`config.mk`:
```
export PLATFORM = sky130hd
export DESIGN_NAME = mdio_cmd_ctrl
export DESIGN_NICKNAME = d
export VERILOG_FILES = /design/src/rtl/mdio_cmd_pkg.sv /design/src/rtl/mdio_mdc_gen.sv /design/src/rtl/mdio_frame_engine.sv /design/src/rtl/mdio_cmd_ctrl.sv
export SDC_FILE = /design/constraint.sdc
export NUM_CORES = 1
export LEC_CHECK = 0
export ABC_CLOCK_PERIOD_IN_PS = 4900
export BUFFER_PORTS_ARGS = -buffer_cell sky130_fd_sc_hd__buf_2
export CELL_PAD_IN_SITES_DETAIL_PLACEMENT = 2
export CELL_PAD_IN_SITES_GLOBAL_PLACEMENT = 2
export CORE_UTILIZATION = 38
export DETAILED_ROUTE_END_ITERATION = 10
export GPL_ROUTABILITY_DRIVEN = 0
export PLACE_DENSITY = 0.91
export SLEW_MARGIN = 20
export SYNTH_ARGS = -nofsm -noshare
export SYNTH_HDL_FRONTEND = slang
export SYNTH_HIERARCHICAL = 1
export SYNTH_SLANG_ARGS = --single-unit
export TNS_END_PERCENT = 30
```
`constraint.sdc`:
```
create_clock -name clk -period 4.9 [get_ports clk]
set_clock_uncertainty 0.2 [all_clocks]
set_input_delay 0.98 -clock clk [delete_from_list [all_inputs] [get_ports clk]]
set_output_delay 0.98 -clock clk [all_outputs]
set_load 0.01 [all_outputs]
```
`src/rtl/mdio_cmd_pkg.sv`:
```
// Shared field positions and types for the MDIO command controller.
// Assumes a 32-bit command word, of which bits 31:30 always read as zero.
package mdio_cmd_pkg;

    localparam int BUSY_BIT = 29;
    localparam int FAIL_BIT = 28;

    typedef enum logic [1:0] {
        OP_RSVD_LO = 2'b00,
        OP_WRITE   = 2'b01,
        OP_READ    = 2'b10,
        OP_RSVD_HI = 2'b11
    } mdio_op_e;

    // Packed image of bits 29:0 of the command word.
    typedef struct packed {
        logic        busy;
        logic        fail;
        mdio_op_e    op;
        logic [4:0]  phy;
        logic [4:0]  regad;
        logic [15:0] data;
    } cmd_word_t;

endpackage

```
`src/rtl/mdio_mdc_gen.sv`:
```
// Management clock generator. While en is high, mdc toggles every HALF
// system clocks, starting low. The strobes mark the system-clock edge at
// which mdc rises or falls. While en is low, mdc is held low and the
// phase counter is cleared, so every frame starts at the same phase.
module mdio_mdc_gen #(
    parameter int HALF = 4
) (
    input  logic clk,
    input  logic rst_n,
    input  logic en,
    output logic mdc,
    output logic rise_stb,
    output logic fall_stb
);

    localparam int CW = (HALF > 1) ? $clog2(HALF) : 1;
    localparam logic [CW-1:0] CNT_TOP = CW'(HALF - 1);

    logic [CW-1:0] cnt;
    logic          wrap;

    // Phase counter and clock toggle.
    always_ff @(posedge clk) begin
        if (!rst_n || !en) begin
            cnt <= '0;
            mdc <= 1'b0;
        end else if (cnt == CNT_TOP) begin
            cnt <= '0;
            mdc <= ~mdc;
        end else begin
            cnt <= cnt + 1'b1;
        end
    end

    // Edge strobes coincide with the edge that toggles mdc.
    always_comb begin
        wrap     = en && (cnt == CNT_TOP);
        rise_stb = wrap && !mdc;
        fall_stb = wrap && mdc;
    end

endmodule

```
`src/rtl/mdio_frame_engine.sv`:
```
// Frame serialiser for one Clause 22 transaction. On start it loads the
// whole frame into a shift register and drives its top bit. It shifts on
// every falling mdc strobe and samples the line on rising strobes. A read
// releases the line from the turnaround onward, samples the second
// turnaround bit as the ack and shifts in the 16 data bits.
// Assumes start is only asserted while the engine is inactive.
module mdio_frame_engine
    import mdio_cmd_pkg::*;
#(
    parameter int PRE_BITS = 32
) (
    input  logic        clk,
    input  logic        rst_n,
    input  logic        start,
    input  mdio_op_e    op,
    input  logic [4:0]  phy,
    input  logic [4:0]  regad,
    input  logic [15:0] wdata,
    input  logic        rise_stb,
    input  logic        fall_stb,
    input  logic        mdio_i,
    output logic        active,
    output logic        done,
    output logic [15:0] rdata,
    output logic        nack,
    output logic        mdio_o,
    output logic        mdio_oe
);

    localparam int FW      = PRE_BITS + 32;
    localparam int IW      = $clog2(FW);
    localparam int TA_IDX  = PRE_BITS + 14;
    localparam logic [IW-1:0] TA_POS   = IW'(TA_IDX);
    localparam logic [IW-1:0] ACK_POS  = IW'(TA_IDX + 1);
    localparam logic [IW-1:0] DATA_POS = IW'(TA_IDX + 2);
    localparam logic [IW-1:0] LAST_POS = IW'(FW - 1);

    logic [FW-1:0] frame;
    logic [IW-1:0] idx;
    logic          is_rd;

    // Frame load, bit advance and end-of-frame detection.
    always_ff @(posedge clk) begin
        if (!rst_n) begin
            active <= 1'b0;
            done   <= 1'b0;
            frame  <= '0;
            idx    <= '0;
            is_rd  <= 1'b0;
        end else begin
            done <= 1'b0;
            if (start) begin
                active <= 1'b1;
                idx    <= '0;
                is_rd  <= (op == OP_READ);
                frame  <= {{PRE_BITS{1'b1}}, 2'b01, op, phy, regad,
                           (op == OP_READ) ? 2'b11 : 2'b10, wdata};
            end else if (active && fall_stb) begin
                if (idx == LAST_POS) begin
                    active <= 1'b0;
                    done   <= 1'b1;
                end else begin
                    idx   <= idx + 1'b1;
                    frame <= {frame[FW-2:0], 1'b0};
                end
            end
        end
    end

    // Ack and read-data capture on rising mdc.
    always_ff @(posedge clk) begin
        if (!rst_n) begin
            rdata <= '0;
            nack  <= 1'b0;
        end else if (start) begin
            rdata <= '0;
            nack  <= 1'b0;
        end else if (active && rise_stb && is_rd) begin
            if (idx == ACK_POS) begin
                nack <= mdio_i;
            end
            if (idx >= DATA_POS) begin
                rdata <= {rdata[14:0], mdio_i};
            end
        end
    end

    // Line drive: the full frame for writes, everything before the turnaround for reads.
    always_comb begin
        mdio_o  = active && frame[FW-1];
        mdio_oe = active && (!is_rd || (idx < TA_POS));
    end

endmodule

```
`src/rtl/mdio_cmd_ctrl.sv`:
```
// MDIO management command controller top. Holds the packed command/status
// word, accepts software writes only while idle, launches the frame engine
// when the start bit is written, and loads the result on completion.
// Assumes the PHY side resolves the shared line into mdio_i externally.
module mdio_cmd_ctrl
    import mdio_cmd_pkg::*;
#(
    parameter int MDC_HALF = 4,
    parameter int PRE_BITS = 32
) (
    input  logic        clk,
    input  logic        rst_n,
    input  logic        cmd_wr_en,
    input  logic [31:0] cmd_wr_data,
    output logic [31:0] cmd_rd_data,
    output logic        mdc,
    output logic        mdio_o,
    output logic        mdio_oe,
    input  logic        mdio_i
);

    cmd_word_t   cmd_q;
    logic        accept;
    logic        start;
    logic        eng_active;
    logic        eng_done;
    logic        eng_nack;
    logic [15:0] eng_rdata;
    logic        rise_stb;
    logic        fall_stb;
    logic        unused_wr_bits;

    // Write acceptance and launch decode.
    always_comb begin
        accept         = cmd_wr_en && !cmd_q.busy;
        start          = accept && cmd_wr_data[BUSY_BIT];
        unused_wr_bits = ^{cmd_wr_data[31:30], cmd_wr_data[FAIL_BIT]};
    end

    // Command/status word: software load, then completion update.
    always_ff @(posedge clk) begin
        if (!rst_n) begin
            cmd_q <= '0;
        end else if (accept) begin
            cmd_q.busy  <= cmd_wr_data[BUSY_BIT];
            cmd_q.fail  <= 1'b0;
            cmd_q.op    <= mdio_op_e'(cmd_wr_data[27:26]);
            cmd_q.phy   <= cmd_wr_data[25:21];
            cmd_q.regad <= cmd_wr_data[20:16];
            cmd_q.data  <= cmd_wr_data[15:0];
        end else if (eng_done) begin
            cmd_q.busy <= 1'b0;
            if (cmd_q.op == OP_READ) begin
                cmd_q.data <= eng_rdata;
                cmd_q.fail <= eng_nack;
            end
        end
    end

    assign cmd_rd_data = {2'b00, cmd_q};

    mdio_mdc_gen #(
        .HALF(MDC_HALF)
    ) u_mdc (
        .clk     (clk),
        .rst_n   (rst_n),
        .en      (eng_active),
        .mdc     (mdc),
        .rise_stb(rise_stb),
        .fall_stb(fall_stb)
    );

    mdio_frame_engine #(
        .PRE_BITS(PRE_BITS)
    ) u_eng (
        .clk     (clk),
        .rst_n   (rst_n),
        .start   (start),
        .op      (mdio_op_e'(cmd_wr_data[27:26])),
        .phy     (cmd_wr_data[25:21]),
        .regad   (cmd_wr_data[20:16]),
        .wdata   (cmd_wr_data[15:0]),
        .rise_stb(rise_stb),
        .fall_stb(fall_stb),
        .mdio_i  (mdio_i),
        .active  (eng_active),
        .done    (eng_done),
        .rdata   (eng_rdata),
        .nack    (eng_nack),
        .mdio_o  (mdio_o),
        .mdio_oe (mdio_oe)
    );

endmodule

```
After elaboration in Yosys (flattened, before gate mapping). Index checks and enable logic that the tools add are counted.

Register bits: 123. Latch bits: 0. RAM bits: 0. Memory bits (read-only): 0. Output and inout bits: 35. Logic and storage cells: 76. Memories: 0.

Add/subtract/negate cells: 2. Multiply operators: 0. Divide/modulo/power cells: 0. $lt $le $gt $ge: 2. Equal/unequal tests: 6. Shifts and indexed selects: 0. Muxes and demuxes: 14. Bitwise logic cells: 4. Reductions and logical operators: 32.

Operator list (number): 2-to-1 mux 64 bit (3); 2-to-1 mux 16 bit (3); AND reduction 2 bit (7); == test 6 bit, second input constant (2); logical AND 1 bit (10); nonzero test 2 bit (4); adder 6 x 1 -> 6 bit, second input constant (1); == test 2 bit, second input constant (3); greater-or-equal comparator 6 bit, second input constant (1); less-than comparator 6 bit, second input constant (1); 2-to-1 mux 1 bit (6); OR reduction 2 bit (3); logical NOT 1 bit (5); 2-to-1 mux 2 bit (2); inverter 1 bit (4); OR reduction 3 bit (1); adder 2 x 1 -> 2 bit, second input constant (1); logical OR 1 bit (2); inequality test 2 bit, second input constant (1).

Depth between registers and ports, before layout. Gate-level depths: netlist of run 1.

Depth after elaboration: 6. Mapped depth: 8. Depth with buffers taken out: 6.

Hierarchy. Netlist of run 1, hierarchy kept.

Modules (own cells, without submodules): mdio_frame_engine (instances 1, cells each 503, area an instance 4419.2 µm², seq. area each 1801.7 µm²); mdio_cmd_ctrl (instances 1, cells each 156, area an instance 1363.8 µm², seq. area each 600.6 µm²); mdio_mdc_gen (instances 1, cells each 12, area an instance 116.4 µm², seq. area each 60.1 µm²).

Least setup slack after synthesis of run 1. OpenSTA, ideal clock, no wires.

Path kind: input -> register. Start: in cmd_wr_en. End: reg u_eng.active. Arrival time: 2141 ps. Slack: 2423 ps. Stages: 7. Path through: and2b_4 -> buf_6 -> and2_4 -> inv_2 -> clkbuf_1 -> clkbuf_1 -> a31oi_1.

Longest elaborated chain between the ends: 4. Elaborated cells between the ends (all ways): 6. Classes of those cells: mux (1); reduce/logical (5).

Ends and longest elaborated chain: from (decl) (RTL line mdio_cmd_ctrl.sv:13) `input logic cmd_wr_en,`; logical AND 1 bit * (RTL line mdio_cmd_ctrl.sv:35) `accept = cmd_wr_en && !cmd_q.busy;`; logical AND 1 bit * (RTL line mdio_cmd_ctrl.sv:36) `start = accept && cmd_wr_data[BUSY_BIT];`; via start (RTL line mdio_cmd_ctrl.sv:24) `logic start;`; nonzero test 2 bit (no source line); AND reduction 2 bit (no source line); to (signal assigned) (RTL line mdio_frame_engine.sv:45) `active <= 1'b0;`; to (signal assigned) (RTL line mdio_frame_engine.sv:53) `active <= 1'b1;`; to (signal assigned) (RTL line mdio_frame_engine.sv:60) `active <= 1'b0;`; to (decl) (RTL line mdio_frame_engine.sv:22) `output logic active,`.

Mark *: on every way through the listed nets, which the timed path passes. The rest lies on a longest branch. A chain may end at the register's enable or synchronous reset.

Worst setup path in the final report of run 1.
Start: reg u_eng.active. End: reg u_eng.rdata[0].

Longest elaborated chain between the ends: 5.

Ends and longest elaborated chain: logical AND 1 bit (RTL line mdio_mdc_gen.sv:37) `wrap = en && (cnt == CNT_TOP);`; logical AND 1 bit (RTL line mdio_mdc_gen.sv:38) `rise_stb = wrap && !mdc;`; via rise_stb (RTL line mdio_cmd_ctrl.sv:29) `logic rise_stb;`; logical AND 1 bit (2 in series) (RTL line mdio_frame_engine.sv:78) `end else if (active && rise_stb && is_rd) begin`; AND reduction 2 bit (no source line); to (signal assigned) (RTL line mdio_frame_engine.sv:83) `rdata <= {rdata[14:0], mdio_i};`; to (decl) (RTL line mdio_frame_engine.sv:24) `output logic [15:0] rdata,`.

The timed path passes the listed nets, and every way through them passes these cells.

==> flow_summary.ini, run 1 <==
[route]
drtAntennaViolNets = 0
num_vias = 5653
drt_iter0_drc = 369
first_pass_iters = 5
drc = 0
routedWlPerCell_um = 24.6
via_per_inst = 6.42
wl_um = 21600

[yosys]
avgSynthCellArea_sq_um = 8.79
synthMuxAreaShare_pct = 1.23
synth_area_leader_cell = dfxtp_1
synth_area_leaders = dfxtp_1 (42%), a311o_1 (5.8%), a21oi_1 (5.7%)
yosys_warnings = 6
syn-cell-area_sq_um = 5900
synth_top_family_by_area = compound AO/OA/AOI/OAI gates
yosysSeqAreaShare_pct = 41.7
synth_adder_area_share_pct = 0.424
synth_top_area_share_pct = 41.7
synthSimpleGateAreaFrac_pct = 14.5
synth-main-ff-cell = dfxtp_1
synth_compound_area_share_pct = 33.2
yosysUniqueCellTypes = 59
synthXorXnorAreaFrac_pct = 0.148
syn_inst = 671
ys_ff_latch = 123
synthArstFlopShare_pct = 0
synth-edff-count = 0

[place]
io_buffers = 65
pre_cts_ws_ns = 1.53
hpwl_um = 11100

[floorplanning]
dieArea_sq_um = 16000
fp.dieH_um = 127
die_x_um = 127
core_sq_um = 15200
start_util_pct = 38.8
io_pins = 71
rows = 45

[global_route]
grt_overflow = 0
use_met3_pct = 4.89
grt_usage_pct = 27.8
antenna_found_initial = 0
grt-busiest-layer = met2
grt_use_met1_pct = 33.3
first_global_vias = 6102
grt_max_degree = 78
grt_pass1_wl_um = 34700
met2_usage_pct = 48.7

[sta]
tns_ns = 0
fin_crit_sh_pct = 62.3
hold_viol = 0
fmax_mhz = 328
maxSlewViolCount = 0
fin_crit_ns = 3.05
rsz0062_at_grt = false
slew_headroom_pct = 33.4
tightest_slew_ns = 0.999
setup_slack_ns = 1.85
setup_viol = 0

[clocking]
cts_tree = yes
clk_latency_ns = 0.43
cts_setup_buffers = 0
cts_max_level = 4
ctsHoldBuffers = 0
clockRootBuffer = clkbuf_16
clkSlewWorstSetupHoldPaths_ns = 0.06
cts_buffers = 17
ctsResizeCount = 0
clk_path_buf_depth = 2
clock_sinks = 123

[layout]
drive_gt1_share_pct = 20.1
area_growth_pct = 11.7
nFillCells = 1619
nNetsFinal = 718
antennaDiodeCount = 0
seqCellArea_sq_um = 2460
multi_input_area_sq_um = 2940

[worst_setup_path]
critPathCaptureType = register
start_kind = register
path_max_fanout = 45
cp.required_ns = 4.95
crit_type = register to register
arrival_ns = 3.10

[job]
maxCapViolations = 0

[run_status]
status = complete, no violations

[worst_hold_path]
hold_class = register to register

[pwr]
pwr_density_cell_nw_per_um2 = 384
power_leakage_nw = 2.30
design_power_total_mw = 2.53
irDropWorstVdd_v = 0.000243
worst max-delay path: stages, from the launching register on:
cell	delay [ns]
dfxtp_1	0.40
buf_4	0.45
nand2_1	0.10
nor2_1	0.19
nand4_1	0.70
o21ai_0	0.63
a21oi_1	0.18
cells by family after synthesis:
family	count (synthesis)
other	1
muxes	7
AOI/OAI and AO/OA	282
buffers and inverters	88
xor gates and xnor gates	1
DFF	123
and+or+nand+nor	167
adders and majority gates	2
placed cells by master (no fill, tap or decap), types with 8 or more instances in the layout:
cell	instances
a2bb2oi_1	23
buf_4	9
nand4_1	36
o21ai_0	49
a21oi_1	67
nand3_1	42
nand2_1	55
o21ai_1	8
a21oi_2	22
a311o_1	34
o211ai_1	23
buf_2	64
a21boi_0	9
clkbuf_16	17
a31oi_1	25
dfxtp_1	123
state kept, by name (all words and copies together), names as in the netlist:
| signal | flops |
|---|---|
| cmd_rd_data | 30 |
| u_eng/active | 1 |
| u_eng/done | 1 |
| u_eng/frame | 64 |
| u_eng/idx | 6 |
| u_eng/is_rd | 1 |
| u_eng/nack | 1 |
| u_eng/rdata | 16 |
| u_mdc/cnt | 2 |
| u_mdc/mdc | 1 |
stage by stage:
stage	util [%]	std cells	cell area [sq um]	hold slack, ns
floorplan	-	672	5900	0.204
global placement	39.7	849	6040	0.213
detailed placement	39.7	849	6040	0.230
CTS	43.3	880	6580	0.244
global route	43.3	880	6590	0.268
finish	43.3	880	6590	0.238
cells in the mapped netlist, drive strengths merged, types with 3 or more instances:
library cell	count
nor3	3
nand3	43
buf	49
a31oi	26
mux2i	5
a221oi	3
dfxtp	123
inv	4
a2bb2oi	23
nand2	57
a21boi	12
a211oi	3
nor2	7
nand4	36
and2	5
clkbuf	35
a311o	34
a21oi	89
o21bai	3
nand2b	4
o21ai	58
o211ai	23
layer usage:
layer	wire, um	up-vias
li1	-	2545
met4	517	0
met5	0	-
met1	9110	2911
met2	11300	153
met3	765	44
final cells by class:
| class | count | share of cell area, % |
|---|---|---|
| Clock inverter | 7 | 1.01 |
| Timing Repair Buffer | 73 | 5.89 |
| Tap cell | 188 | 3.57 |
| Clock buffer | 24 | 7.31 |
| Multi-Input combinational cell | 461 | 44.6 |
| Sequential cell | 123 | 37.4 |
| Inverter | 4 | 0.228 |
path summary, 6_finish.rpt:
path | from | to | slack (ns) | cells past startpoint
min | u_mdc/cnt[0] | u_mdc/cnt[0] | 0.24 | 1
max reg2reg | u_eng/active | u_eng/rdata[0] | 1.85 | 6
min reg2reg | u_mdc/cnt[0] | u_mdc/cnt[0] | 0.24 | 1
max | u_eng/active | u_eng/rdata[0] | 1.85 | 6
where the power goes:
part	total (mW)	internal [mW]	switching [mW]
combinational	0.219	0.0813	0.138
sequential	1.10	1.06	0.0410
clock	1.21	0.732	0.480
Power figures use the tool's default switching activity.
==> inputs of run 2 (changes only) <==
--- a/config.mk
+++ b/config.mk
@@ -5,14 +5,15 @@
 export SDC_FILE = /design/constraint.sdc
 export NUM_CORES = 1
 export LEC_CHECK = 0
-export ABC_CLOCK_PERIOD_IN_PS = 4900
+export ABC_AREA = 1
+export ABC_CLOCK_PERIOD_IN_PS = 2700
 export BUFFER_PORTS_ARGS = -buffer_cell sky130_fd_sc_hd__buf_2
 export CELL_PAD_IN_SITES_DETAIL_PLACEMENT = 2
 export CELL_PAD_IN_SITES_GLOBAL_PLACEMENT = 2
-export CORE_UTILIZATION = 38
+export CORE_UTILIZATION = 28
 export DETAILED_ROUTE_END_ITERATION = 10
 export GPL_ROUTABILITY_DRIVEN = 0
-export PLACE_DENSITY = 0.91
+export PLACE_DENSITY = 0.81
 export SLEW_MARGIN = 20
 export SYNTH_ARGS = -nofsm -noshare
 export SYNTH_HDL_FRONTEND = slang
==> constraint.sdc (replaced) <==
create_clock -name clk -period 2.7 [get_ports clk]
set_clock_uncertainty 0.2 [all_clocks]
set_input_delay 0.54 -clock clk [delete_from_list [all_inputs] [get_ports clk]]
set_output_delay 0.54 -clock clk [all_outputs]
set_load 0.01 [all_outputs]
==> run 2 against run 1 <==
  * Clock power grew 93%
  * Critical path type unchanged
  * Worst hold slack worse by 0.047 ns
  * Core utilization is 8.9 points lower
  * Count of clock-buffer cells in the layout decreased by 4
  * Setup slack worse by 1.6 ns
  * Critical path depth up 5
  * Total power grew 91%
  * Sequential share of layout area decreased by 0.65 points
  * Flip-flop and latch count is the same
  * Highest routed layer unchanged
  * Largest cell class unchanged
  * Final cell count rose by 33%
  * Design area up 1.8%
  * Synthesized area is 5.9% lower
==> flow_summary.ini, run 2 <==
[worst_setup_path]
start_kind = register
arrival_ns = 2.61
critPathCaptureType = register
crit_type = register to register
cp.required_ns = 2.85
r2r-start = cmd_rd_data[29]
setup.worst_path.start = cmd_rd_data[29]
path_max_fanout = 53

[pwr]
p_switching_mw = 1.24
switching_share_pct = 25.6
irDropWorstVdd_v = 0.000422
design_power_total_mw = 4.85
power_leakage_nw = 3.23
clkPwrFrac_pct = 48.4
pwr_density_cell_nw_per_um2 = 723
p_int_mw = 3.61
pwr-share-comb_pct = 10.6
share_seq_of_total_power_pct = 41.0

[floorplanning]
fp.dieH_um = 143
die_x_um = 143
dieArea_sq_um = 20400
rows = 51
core_sq_um = 19500
start_util_pct = 28.5
io_pins = 71

[clocking]
clockRootBuffer = clkbuf_16
ctsResizeCount = 0
cts_buffers = 17
cts_max_level = 4
ctsHoldBuffers = 0
clkSlewWorstSetupHoldPaths_ns = 0.06
clk_path_buf_depth = 2
clock_sinks = 123
cts_tree = yes
cts_setup_buffers = 0
clk_latency_ns = 0.42

[yosys]
synth_area_leaders = dfxtp_1 (44%), nand2_1 (15%), nor2_1 (15%)
ys_ff_latch = 123
synth-main-ff-cell = dfxtp_1
synthMuxAreaShare_pct = 0
synth_top_family_by_area = simple AND/OR/NAND/NOR gates
synthXorXnorAreaFrac_pct = 0.316
yosysUniqueCellTypes = 32
synth-edff-count = 0
synth_top_area_share_pct = 44.4
avgSynthCellArea_sq_um = 6.67
yosys_warnings = 6
yosysSeqAreaShare_pct = 44.4
synth_adder_area_share_pct = 0.451
synth_common_cells = nand2_1 (226), nor2_1 (219), dfxtp_1 (123), inv_1 (87), o21ai_0 (28)
synth_compound_area_share_pct = 5.84
synth_area_leader_cell = dfxtp_1
syn-cell-area_sq_um = 5550
synthArstFlopShare_pct = 0
syn_inst = 832
synth.most_common_cell = nand2_1
synthSimpleGateAreaFrac_pct = 38.0

[route]
wl_um = 17200
drt_iter0_drc = 253
via_per_inst = 4.50
drtAntennaViolNets = 0
first_pass_iters = 4
drc = 0
num_vias = 5256
routedWlPerCell_um = 14.8

[global_route]
met2_usage_pct = 30.7
antenna_found_initial = 0
first_global_vias = 5604
grt_overflow = 0
use_met3_pct = 3.29
grt_usage_pct = 18.0
grt-busiest-layer = met2
grt_max_degree = 87
grt_use_met1_pct = 22.4
grt_pass1_wl_um = 28300

[layout]
stdcell_area_sq_um = 6710
antennaDiodeCount = 0
final_util_pct = 34.5
layout_common_cells = nand2_1 (226), nor2_1 (219), dfxtp_1 (123)
regMostFlops = u_eng/frame
nNetsFinal = 927
mostFrequentLayoutCell = nand2_1
drive_gt1_share_pct = 16.3
largest_reg_flops = 64
instances_no_fill = 1167
area_growth_pct = 20.8

[place]
dpl-instance-area_sq_um = 6100
placed_cells = 1135
io_buffers = 65
hpwl_um = 11300
pre_cts_ws_ns = 0.0918

[sta]
hold_viol = 0
setup_viol = 0
slew_headroom_pct = 33.8
maxSlewViolCount = 0
fin_crit_ns = 2.46
setup_slack_ns = 0.240
tns_ns = 0
fmax_mhz = 406
tightest_slew_ns = 0.991
fin_crit_sh_pct = 91.1
hold_ws_ns = 0.191
rsz0062_at_grt = false

[worst_hold_path]
min_from = cmd_wr_data[22]
hold_class = primary input to register

[run_status]
status = complete, no violations

[job]
maxCapViolations = 0
-- run 2: final timing paths --
| check | cells past startpoint | end | slack [ns] |
|---|---|---|---|
| max | 11 | u_eng/frame[44] | 0.24 |
| min reg2reg | 1 | u_mdc/cnt[0] | 0.23 |
| max reg2reg | 11 | u_eng/frame[44] | 0.24 |
| min | 3 | cmd_rd_data[22] | 0.19 |
-- run 2: cells by family (layout without fill, tap and decap cells) --
group                    count (synthesis)  after routing
AO/OA/AOI/OAI                           63             63
XOR/XNOR                                 2              2
adder cells (fa/ha/maj)                  2              2
buffers and inverters                  135            204
flip-flops                             123            123
other                                    1              2
AND/OR/NAND/NOR                        506            506
-- run 2: layer usage --
| layer | routed length [um] | share of wire, % |
|---|---|---|
| met1 | 8270 | 48 |
| met2 | 8220 | 48 |
| met3 | 476 | 2.8 |
| met4 | 259 | 1.5 |
| met5 | 0 | 0 |
-- run 2: critical path: stages, from the launching register on --
cell and delay [ns]:
dfxtp_1 0.33, inv_2 0.08, nand2_4 0.05, inv_2 0.05, nand2_1 0.12, inv_1 0.14
inv_1 0.11, nand3_1 0.20, nand2_2 0.09, inv_2 0.72, nor2_1 0.12, nor2_1 0.15
-- run 2: final cells by class --
| class | instances | area (sq um) |
|---|---|---|
| fill | 2336 | 12800 |
| timing repair buffer | 80 | 475 |
| inverter | 92 | 345 |
| sequential | 123 | 2460 |
| clock buffer | 20 | 457 |
| tap | 265 | 332 |
| clock inverter | 12 | 146 |
| multi-input combinational | 575 | 2490 |
-- run 2: power by group through the flow --
stage	registers, mW	logic, mW	clock network, mW
after detailed placement	2.03	0.514	0
after CTS	1.99	0.527	2.40
final	1.99	0.516	2.34
after floorplan	2.03	0.332	0
after global placement	2.02	0.493	0
after global routing	2.00	0.587	2.47
==> inputs of run 3 (changes only) <==
--- a/config.mk
+++ b/config.mk
@@ -6,14 +6,14 @@
 export NUM_CORES = 1
 export LEC_CHECK = 0
 export ABC_AREA = 1
-export ABC_CLOCK_PERIOD_IN_PS = 2700
+export ABC_CLOCK_PERIOD_IN_PS = 2240
 export BUFFER_PORTS_ARGS = -buffer_cell sky130_fd_sc_hd__buf_2
 export CELL_PAD_IN_SITES_DETAIL_PLACEMENT = 2
 export CELL_PAD_IN_SITES_GLOBAL_PLACEMENT = 2
 export CORE_UTILIZATION = 28
 export DETAILED_ROUTE_END_ITERATION = 10
 export GPL_ROUTABILITY_DRIVEN = 0
-export PLACE_DENSITY = 0.81
+export PLACE_DENSITY_LB_ADDON = 0.1
 export SLEW_MARGIN = 20
 export SYNTH_ARGS = -nofsm -noshare
 export SYNTH_HDL_FRONTEND = slang
==> constraint.sdc (replaced) <==
create_clock -name clk -period 2.24 [get_ports clk]
set_clock_uncertainty 0.2 [all_clocks]
set_input_delay 0.448 -clock clk [delete_from_list [all_inputs] [get_ports clk]]
set_output_delay 0.448 -clock clk [all_outputs]
set_load 0.01 [all_outputs]
==> run 3 against run 2 <==
  * Register-to-register slack lost 0.03 ns
  * Sequential power grew 20%
  * Clock power grew 12%
  * Global-route usage grew 0.29 points
  * Setup slack lost 0.11 ns
  * Critical endpoint is now mdio_oe
  * Routed wire length grew 2.6%
  * Largest cell class unchanged
  * Highest routed layer unchanged
  * Die area is the same
  * Total power grew 17%
  * Via count shrank 0.17%
  * Combinational power grew 23%
  * Design area grew 0.80%
  * Flip-flop and latch count is the same
==> flow_summary.ini, run 3 (synthesized netlist as in run 2, its figures left out) <==
[run_status]
status = complete, no violations

[worst_setup_path]
worst-r2r-cell-count = 11
critPathCaptureType = primary output
slowest_stage = dfxtp_1
start_kind = register
crit_chain = nand2_2, o31ai_1, a21oi_1, buf_2
crit_path_max_incr_delay_ns = 0.41
r2r_end = u_eng/frame[38]
setup.worst_path.start = u_eng/idx[2]
path_max_fanout = 4
arrival_ns = 1.46
r2r-start = u_mdc/cnt[0]
crit_type = register to primary output
cp.required_ns = 1.59
regToRegSetupSlack_ns = 0.21

[layout]
mostFrequentLayoutCell = nand2_1
drive_gt1_share_pct = 17.2
layout_common_cells = nand2_1 (226), nor2_1 (219), dfxtp_1 (123)
regMostFlops = u_eng/frame
multi_input_area_sq_um = 2490
nFillCells = 2374
instances_no_fill = 1176
area_growth_pct = 21.7
largest_reg_flops = 64
antennaDiodeCount = 0
seqCellArea_sq_um = 2460
nNetsFinal = 936

[sta]
tns_ns = 0
fmax_mhz = 475
maxSlewViolCount = 0
tightest_slew_ns = 0.634
setup_slack_ns = 0.133
hold_viol = 0
rsz0062_at_grt = false
setup_viol = 0
slew_headroom_pct = 57.8
fin_crit_ns = 2.11
fin_crit_sh_pct = 94.1

[global_route]
grt_usage_pct = 18.3
grt_max_degree = 87
grt_overflow = 0
grt_pass1_wl_um = 28700
antenna_found_initial = 0
first_global_vias = 5786

[route]
drtAntennaViolNets = 0
routedWlPerCell_um = 15.0
via_per_inst = 4.46
first_pass_iters = 4
drc = 0
num_vias = 5247
drt_iter0_drc = 134
wl_um = 17700

[worst_hold_path]
hold_end = u_eng/rdata[0]
min_from = mdio_i
hold_path_depth = 3
hold_class = primary input to register

[floorplanning]
start_util_pct = 28.5
io_pins = 71
core_sq_um = 19500
die_x_um = 143
dieArea_sq_um = 20400
fp.dieH_um = 143
rows = 51

[clocking]
cts_max_level = 4
clockRootBuffer = clkbuf_16
cts_buffers = 17
cts_tree = yes
ctsHoldBuffers = 0
clk_latency_ns = 0.41
clk_path_buf_depth = 2
clkSlewWorstSetupHoldPaths_ns = 0.06
clock_sinks = 123

[job]
maxCapViolations = 0

[place]
io_buffers = 65
placed_cells = 1142
pre_cts_ws_ns = 0.0460
hpwl_um = 12300

[pwr]
pwr_density_cell_nw_per_um2 = 836
power_leakage_nw = 3.25
irDropWorstVdd_v = 0.000494
design_power_total_mw = 5.65
run 3: cell types whose count changed in the layout (fill, tap and decap cells not counted), sizes merged:
cell / previous run / this run
clkinvlp: 3 / 6
clkinv: 7 / 8
bufinv: 3 / 1
buf: 80 / 88
clkbuf: 20 / 19
run 3: worst max-delay path: cells and delay by family (launching register included):
family | cells | cell delay (ns)
AOI/OAI and AO/OA | 2 | 0.38
DFF | 1 | 0.41
and+or+nand+nor | 1 | 0.10
buffers and inverters | 1 | 0.15
run 3: how the worst max path moves through the flow:
stage | to | slack, ns | cells after the start
6_report | mdio_oe | 0.13 | 4
5_1_grt | u_eng/idx[5] | 0.01 | 11
4_1_cts | mdio_oe | 0.09 | 4
3_5_place_dp | u_eng/frame[55] | 0.05 | 12
3_3_place_gp | u_eng/frame[47] | 0.17 | 12
2_1_floorplan | u_eng/frame[20] | 0.35 | 12
run 3: final cells by class:
class / instances / area share [%]
flip-flops and latches: 123 / 36.4
repair buffers: 89 / 8.40
multi-input cells: 575 / 36.8
clock buffers: 18 / 6.50
well taps: 265 / 4.91
inverters: 92 / 5.11
clock inverters: 14 / 1.85
run 3: through the flow:
| step | area [sq um] | util [%] | hold slack, ns |
|---|---|---|---|
| 5_1_grt | 6760 | 34.7 | 0.0987 |
| 3_3_place_gp | 6150 | 31.6 | 0.212 |
| 4_1_cts | 6720 | 34.5 | 0.0804 |
| 6_report | 6760 | 34.7 | 0.101 |
| 3_5_place_dp | 6150 | 31.6 | 0.237 |
| 2_1_floorplan | 5560 | - | 0.203 |
run 3: repair_timing:
action,CTS,global route
resized for setup,0,2
buffers inserted,0,1
setup endpoints to repair,0,10
run 3: metal layers:
layer  GRT usage, %  wire length [um]
met1           22.8              8480
met4           4.58               131
met5              0                 0
met3           4.06               493
met2           31.7              8560
run 3: where the power goes:
group	internal, mW	leakage [nW]	switching [mW]	total, mW
clock network	1.55	0.260	1.08	2.63
logic	0.233	1.98	0.400	0.633
registers	2.32	1.01	0.0671	2.39
total	4.11	3.25	1.54	5.65
